===== config.mk =====
export PLATFORM = sky130hd
export DESIGN_NAME = ctl3w_rx
export DESIGN_NICKNAME = d
export VERILOG_FILES = /design/src/rtl/ctl3w_pkg.sv /design/src/rtl/ctl3w_sync.sv /design/src/rtl/ctl3w_shifter.sv /design/src/rtl/ctl3w_decode.sv /design/src/rtl/ctl3w_regbank.sv /design/src/rtl/ctl3w_rx.sv
export SDC_FILE = /design/constraint.sdc
export NUM_CORES = 1
export LEC_CHECK = 0
export BUFFER_PORTS_ARGS = -buffer_cell sky130_fd_sc_hd__buf_2
export CAP_MARGIN = 20
export CORE_AREA = 2 2 88 90
export DETAILED_ROUTE_END_ITERATION = 6
export DIE_AREA = 0 0 90 92
export PLACE_DENSITY = 0.67
export SLEW_MARGIN = 20
export SYNTH_ARGS = -nofsm -noshare
export SYNTH_HDL_FRONTEND = slang
export SYNTH_SLANG_ARGS = --single-unit

===== constraint.sdc =====
create_clock -name clk -period 1.81 [get_ports clk]
set_clock_uncertainty 0.15 [all_clocks]
set_input_delay 0.0905 -clock clk [delete_from_list [all_inputs] [get_ports clk]]
set_output_delay 0.0905 -clock clk [all_outputs]
set_load 0.01 [all_outputs]

===== src/rtl/ctl3w_pkg.sv =====
package ctl3w_pkg;
  localparam int BYTE_W = 8;
  localparam int TYPE_W = 2;
  localparam int IDX_W  = 2;
  localparam int VAL_W  = BYTE_W - IDX_W;
  localparam int DEV_W  = BYTE_W - TYPE_W;

  typedef enum logic [TYPE_W-1:0] {
    XFER_DATA = 2'b00,
    XFER_RSV1 = 2'b01,
    XFER_STAT = 2'b10,
    XFER_RSV3 = 2'b11
  } xfer_e;
endpackage


===== src/rtl/ctl3w_sync.sv =====
module ctl3w_sync #(
  parameter int WIDTH  = 3,
  parameter int STAGES = 2
) (
  input  logic             clk,
  input  logic             rst,
  input  logic [WIDTH-1:0] d,
  output logic [WIDTH-1:0] q
);
  logic [WIDTH-1:0] pipe [STAGES];

  always_ff @(posedge clk) begin
    if (rst) begin
      for (int i = 0; i < STAGES; i++) pipe[i] <= '0;
    end else begin
      pipe[0] <= d;
      for (int i = 1; i < STAGES; i++) pipe[i] <= pipe[i-1];
    end
  end

  assign q = pipe[STAGES-1];
endmodule


===== src/rtl/ctl3w_shifter.sv =====
module ctl3w_shifter #(
  parameter int BYTE_W = 8
) (
  input  logic              clk,
  input  logic              rst,
  input  logic              sclk,
  input  logic              sdat,
  input  logic              smode,
  output logic              byte_vld,
  output logic              byte_mode,
  output logic [BYTE_W-1:0] byte_bits
);
  localparam int CNT_W = $clog2(BYTE_W);
  localparam logic [CNT_W-1:0] LAST = CNT_W'(BYTE_W - 1);

  logic             sclk_d, smode_d;
  logic [CNT_W-1:0] cnt;
  logic             rise, mode_chg;

  assign rise     = sclk & ~sclk_d;
  assign mode_chg = smode ^ smode_d;

  always_ff @(posedge clk) begin
    if (rst) begin
      sclk_d    <= 1'b0;
      smode_d   <= 1'b0;
      cnt       <= '0;
      byte_vld  <= 1'b0;
      byte_mode <= 1'b0;
      byte_bits <= '0;
    end else begin
      sclk_d   <= sclk;
      smode_d  <= smode;
      byte_vld <= 1'b0;
      if (mode_chg) begin
        cnt <= '0;
      end else if (rise) begin
        byte_bits <= {byte_bits[BYTE_W-2:0], sdat};
        if (cnt == LAST) begin
          cnt       <= '0;
          byte_vld  <= 1'b1;
          byte_mode <= smode;
        end else begin
          cnt <= cnt + 1'b1;
        end
      end
    end
  end

  p_byte_after_edge_r8: assert property (@(posedge clk) disable iff (rst)
    byte_vld |-> ($past(rise) && !$past(mode_chg)))
    else $error("byte completed without a clean bus clock edge");
endmodule


===== src/rtl/ctl3w_decode.sv =====
module ctl3w_decode
  import ctl3w_pkg::*;
#(
  parameter int              BYTE_W = 8,
  parameter int              IDX_W  = 2,
  parameter int              TYPE_W = 2,
  parameter logic [BYTE_W-TYPE_W-1:0] DEV_ID = 6'b000101
) (
  input  logic                    clk,
  input  logic                    rst,
  input  logic                    byte_vld,
  input  logic                    byte_mode,
  input  logic [BYTE_W-1:0]       byte_bits,
  output logic                    wr_en,
  output xfer_e                   wr_grp,
  output logic [IDX_W-1:0]        wr_idx,
  output logic [BYTE_W-IDX_W-1:0] wr_val
);
  logic  sel;
  xfer_e grp;
  logic  grp_ok;

  assign grp_ok = (grp == XFER_DATA) || (grp == XFER_STAT);

  always_ff @(posedge clk) begin
    if (rst) begin
      sel    <= 1'b0;
      grp    <= XFER_DATA;
      wr_en  <= 1'b0;
      wr_grp <= XFER_DATA;
      wr_idx <= '0;
      wr_val <= '0;
    end else begin
      wr_en <= byte_vld && byte_mode && sel && grp_ok;
      if (byte_vld && !byte_mode) begin
        sel <= (byte_bits[BYTE_W-1:TYPE_W] == DEV_ID);
        grp <= xfer_e'(byte_bits[TYPE_W-1:0]);
      end
      if (byte_vld && byte_mode) begin
        wr_grp <= grp;
        wr_idx <= byte_bits[BYTE_W-1 -: IDX_W];
        wr_val <= byte_bits[BYTE_W-IDX_W-1:0];
      end
    end
  end

  p_deselect_r3: assert property (@(posedge clk) disable iff (rst)
    (byte_vld && !byte_mode && byte_bits[BYTE_W-1:TYPE_W] != DEV_ID) |=> !sel)
    else $error("foreign address left device selected");

  p_rsv_nowrite_r5: assert property (@(posedge clk) disable iff (rst)
    (byte_vld && byte_mode && (grp == XFER_RSV1 || grp == XFER_RSV3)) |=> !wr_en)
    else $error("write issued for unused transfer type");

  p_sticky_r7: assert property (@(posedge clk) disable iff (rst)
    (byte_vld && byte_mode) |=> ($stable(sel) && $stable(grp)))
    else $error("data byte altered selection");
endmodule


===== src/rtl/ctl3w_regbank.sv =====
module ctl3w_regbank
  import ctl3w_pkg::*;
#(
  parameter int IDX_W = 2,
  parameter int VAL_W = 6
) (
  input  logic                        clk,
  input  logic                        rst,
  input  logic                        wr_en,
  input  xfer_e                       wr_grp,
  input  logic [IDX_W-1:0]            wr_idx,
  input  logic [VAL_W-1:0]            wr_val,
  output logic [(1<<IDX_W)*VAL_W-1:0] data_regs_o,
  output logic [(1<<IDX_W)*VAL_W-1:0] stat_regs_o
);
  localparam int NREG = 1 << IDX_W;
  localparam int NGRP = 2;

  logic [NGRP*NREG-1:0] we_vec;
  logic [VAL_W-1:0]     bank_q [NGRP][NREG];

  for (genvar g = 0; g < NGRP; g++) begin : g_grp
    localparam xfer_e CODE = (g == 0) ? XFER_DATA : XFER_STAT;
    for (genvar r = 0; r < NREG; r++) begin : g_reg
      assign we_vec[g*NREG + r] = wr_en && (wr_grp == CODE) &&
                                  (wr_idx == IDX_W'(r));
      always_ff @(posedge clk) begin
        if (rst) bank_q[g][r] <= '0;
        else if (we_vec[g*NREG + r]) bank_q[g][r] <= wr_val;
      end
      if (g == 0) begin : g_dout
        assign data_regs_o[r*VAL_W +: VAL_W] = bank_q[g][r];
      end else begin : g_sout
        assign stat_regs_o[r*VAL_W +: VAL_W] = bank_q[g][r];
      end
    end
  end

  p_onehot_we_r6: assert property (@(posedge clk) disable iff (rst)
    $onehot0(we_vec))
    else $error("more than one register enabled");

  p_hold_idle_r8: assert property (@(posedge clk) disable iff (rst)
    !wr_en |=> ($stable(data_regs_o) && $stable(stat_regs_o)))
    else $error("register changed without a write");
endmodule


===== src/rtl/ctl3w_rx.sv =====
module ctl3w_rx
  import ctl3w_pkg::*;
#(
  parameter int   SYNC_STAGES = 2,
  parameter logic [5:0] DEV_ID = 6'b000101
) (
  input  logic        clk,
  input  logic        rst,
  input  logic        ser_clk_i,
  input  logic        ser_dat_i,
  input  logic        ser_mode_i,
  output logic [23:0] data_regs_o,
  output logic [23:0] stat_regs_o
);
  logic [2:0]        line_s;
  logic              byte_vld, byte_mode;
  logic [BYTE_W-1:0] byte_bits;
  logic              wr_en;
  xfer_e             wr_grp;
  logic [IDX_W-1:0]  wr_idx;
  logic [VAL_W-1:0]  wr_val;
  logic              rst_d;

  ctl3w_sync #(.WIDTH(3), .STAGES(SYNC_STAGES)) u_sync (
    .clk(clk), .rst(rst),
    .d({ser_mode_i, ser_dat_i, ser_clk_i}),
    .q(line_s)
  );

  ctl3w_shifter #(.BYTE_W(BYTE_W)) u_shift (
    .clk(clk), .rst(rst),
    .sclk(line_s[0]), .sdat(line_s[1]), .smode(line_s[2]),
    .byte_vld(byte_vld), .byte_mode(byte_mode), .byte_bits(byte_bits)
  );

  ctl3w_decode #(.BYTE_W(BYTE_W), .IDX_W(IDX_W), .TYPE_W(TYPE_W),
                 .DEV_ID(DEV_ID)) u_dec (
    .clk(clk), .rst(rst),
    .byte_vld(byte_vld), .byte_mode(byte_mode), .byte_bits(byte_bits),
    .wr_en(wr_en), .wr_grp(wr_grp), .wr_idx(wr_idx), .wr_val(wr_val)
  );

  ctl3w_regbank #(.IDX_W(IDX_W), .VAL_W(VAL_W)) u_bank (
    .clk(clk), .rst(rst),
    .wr_en(wr_en), .wr_grp(wr_grp), .wr_idx(wr_idx), .wr_val(wr_val),
    .data_regs_o(data_regs_o), .stat_regs_o(stat_regs_o)
  );

  always_ff @(posedge clk) begin
    rst_d <= rst;
    if (rst_d && !rst) begin
      p_reset_clear_r1: assert (data_regs_o == '0 && stat_regs_o == '0)
        else $error("banks not cleared by reset");
    end
  end
endmodule


==> results.md <==
- Via count: 1969
- Worst hold start: rst
- CP startpoint kind: flop
- Gr busiest metal: met2
- Commonest cells after routing, fill and taps aside: buf_2 (52), edfxtp_1 (48), nand2_1 (39), dfxtp_1 (35), and2_1 (32)
- Remaining antenna violation count: 0
- Clk_lat worst skew: 0.34 ns
- Cts bufs inserted: 9
- Cell chain of the critical path: or4b_4, nor2_1, and2_2
- Final count of pins violating max slew: 0
- I/O pin count: 53
- Commonest non-fill, non-tap cell in the layout: buf_2
- P&R area growth vs syn: 19.8%
- Worst R2R Start: u_dec.wr_grp[0]
- Largest net degree at the start of global routing: 32
- Setup CP Type: flop to flop
- Worst vdd ir: 0.393 mV
- Min-Delay Path Class: primary input to flop
- Die height: 92 um
- Critical-path top delay cell: or4b_4
- Layout Cells excl Fill: 430
- Via/cell ratio: 4.58
- M3 GR Usage: 3.45%
- # rows: 32
- TritonCTS clock tree: built
- Slew @ Worst Pin: 0.476 ns
- Syn Std Cell Area: 3180 um^2
- CORE AREA: 7450 um^2
- GRT Util Overall: 14.4%
- PD cells: 889 nW/um^2
- Synth Area in Compound Gates: 4.44%
- Fin nets: 331
- Syn Area/Cell: 12.3 um^2
- Mapped Nets: 266
- Layout cells sized above 1: 31.1%
- Post-route clock period utilization: 92.7%
- Post-synthesis xor/xnor area fraction: 0.275%
- Sequential area share after synthesis: 67.3%
- GR Util met2: 23.7%
- Post-synthesis cell type count: 30
- Mux cell area share after synthesis: 2.83%
- Vias in the first global route: 1883
- GR Util met1: 18.2%
- Total global routing overflow: 0
- Die W: 90 um
- Data required, critical path: 1.89 ns
- Antenna violations before repair: 0
- Largest delay share family, worst path: simple AND/OR/NAND/NOR gates
- Largest family of logic cells by synthesized area: simple AND/OR/NAND/NOR gates
- GP Congestion: 0.762
- Final core occ: 51.2%
- Leak: 0.00146 uW
- Max Buffers Root-to-Sink: 2
- Worst Path Buf+Inv: 0
- Max_cap viols: 0
- Worst path max stage delay: 0.58 ns
- Worst EP arrival: 1.75 ns
- Relative slew slack: 68.2%
- Post-route DRC violation count: 0
- Worst Setup SP: u_dec.wr_grp[0]
- Initial Utilization: 42.8%
- IO buf count: 52
- Routed len/inst: 12.8 um
- First-pass GRT wire length: 9200 um
- Yosys warnings: 0
- Yosys top cell area share: 45.3%
- DP HPWL: 3820 um
- Post-CTS Setup Repair Bufs: 0
- Mapped Cells: 258
- Worst Setup End Kind: flop
- CTS HTree Levels: 3
- Final setup TNS: 0 ns
- DR iter-0 viols: 48
- Status: finished clean
- Synth Area in Adders: 1.18%
- Register bit total from synthesis: 83
- Final setup vio count: 0
- Final Hold Fails: 0
- Synth Area in Simple Gates: 22.2%
- Antenna diodes: 0
- Clk slew on worst S/H paths: 0.09 ns
- Top cells by area, synth: edfxtp_1 (45%), dfxtp_1 (22%), and2_1 (6.3%)
- Final period demand of the worst path: 1.68 ns
- Achievable clock frequency: 596 MHz
- Critical path peak fanout: 6
- Root buf cell: clkbuf_8
- Die area: 8280 um^2
- Num Clock Sinks: 83
- RSZ-0062 raised after global routing: yes
- Placed Cells: 411
- Pre-antenna DRT Iters: 4
- Yosys top cell by area: edfxtp_1
- WL final: 5520 um
[power breakdown]
group          total [uW]  leakage [uW]  switching (uW)  internal [uW]
combinational         153      0.000615            90.0           63.5
sequential           2050      0.000761            13.2           2040
clock                1180     0.0000799             679            505
[layout make-up]
type                       instances  area [um^2]
sequential                        83         2140
multi-input combinational        161          995
inverter                           4         15.0
clock buffer                       9          124
fill                             681         3630
clock inverter                     7         52.6
timing repair buffer              64          358
tap                              102          128
[what timing repair did]
action | CTS | global route
hold buffers | 3 | 0
resized for setup | 0 | 2
setup endpoints to repair | 0 | 12
hold endpoints to repair | 3 | 0
[sequential cells by signal, indices dropped and copies added (netlist names)]
name	cells
u_dec.wr_en	1
u_shift.byte_mode	1
u_sync.pipe	6
u_shift.smode_d	1
u_bank.bank_q	48
u_shift.cnt	3
u_shift.byte_bits	8
u_shift.sclk_d	1
u_dec.sel	1
u_dec.grp	2
u_shift.byte_vld	1
u_dec.wr_idx	2
u_dec.wr_val	6
u_dec.wr_grp	2
[worst min-delay path, delay by kind of cell]
kind / cells / cell delay, ns
buffers and inverters: 2 / 0.35
and+or+nand+nor: 1 / 0.12
[cell families after synthesis]
logic type	after synthesis
and+or+nand+nor	124
DFF	83
AOI/OAI and AO/OA	24
buffers and inverters	14
muxes	9
adders and majority gates	3
xor gates and xnor gates	1
[per-stage QoR]
stage	setup WS [ns]	instance area (um^2)	hold WS, ns	total power (uW)
final	0.131	3810	0.104	3390
after global routing	-0.0155	3810	0.115	3510
after CTS	0.128	3800	0.0902	3430
after detailed placement	0.144	3600	0.156	2250
after global placement	0.212	3600	0.148	2250
after floorplan	0.126	3180	0.0237	2180
[layer usage]
layer | up-vias | wire [um]
li1 | 1013 | -
met1 | 904 | 2530
met2 | 45 | 2710
met3 | 7 | 231
met4 | 0 | 59
met5 | - | 0
[synth_stat cells, drive strengths merged]
library cell and instances:
and2 50, edfxtp 48, nand2 39, dfxtp 35, a21oi 14, nor2b 10
mux2i 9, nor2 7, buf 6, a31o 4, clkbuf 4, inv 4
nand2b 4, nor3 4, o21ai 4, ha 3, nand3b 2, nor4b 2
a311oi 1, nand3 1, nand4 1, nand4b 1, nor3b 1, nor4 1
o31ai 1, or4b 1, xnor2 1
[worst paths after layout]
path / end / slack, ns / cells after the start
setup / recovery: u_bank.bank_q[1][21] / 0.13 / 3
hold reg to reg: u_sync.pipe[0][5] / 0.29 / 1
hold / removal: u_sync.pipe[0][4] / 0.10 / 3
setup reg to reg: u_bank.bank_q[1][21] / 0.13 / 3
(Power assumes the default switching activity.)
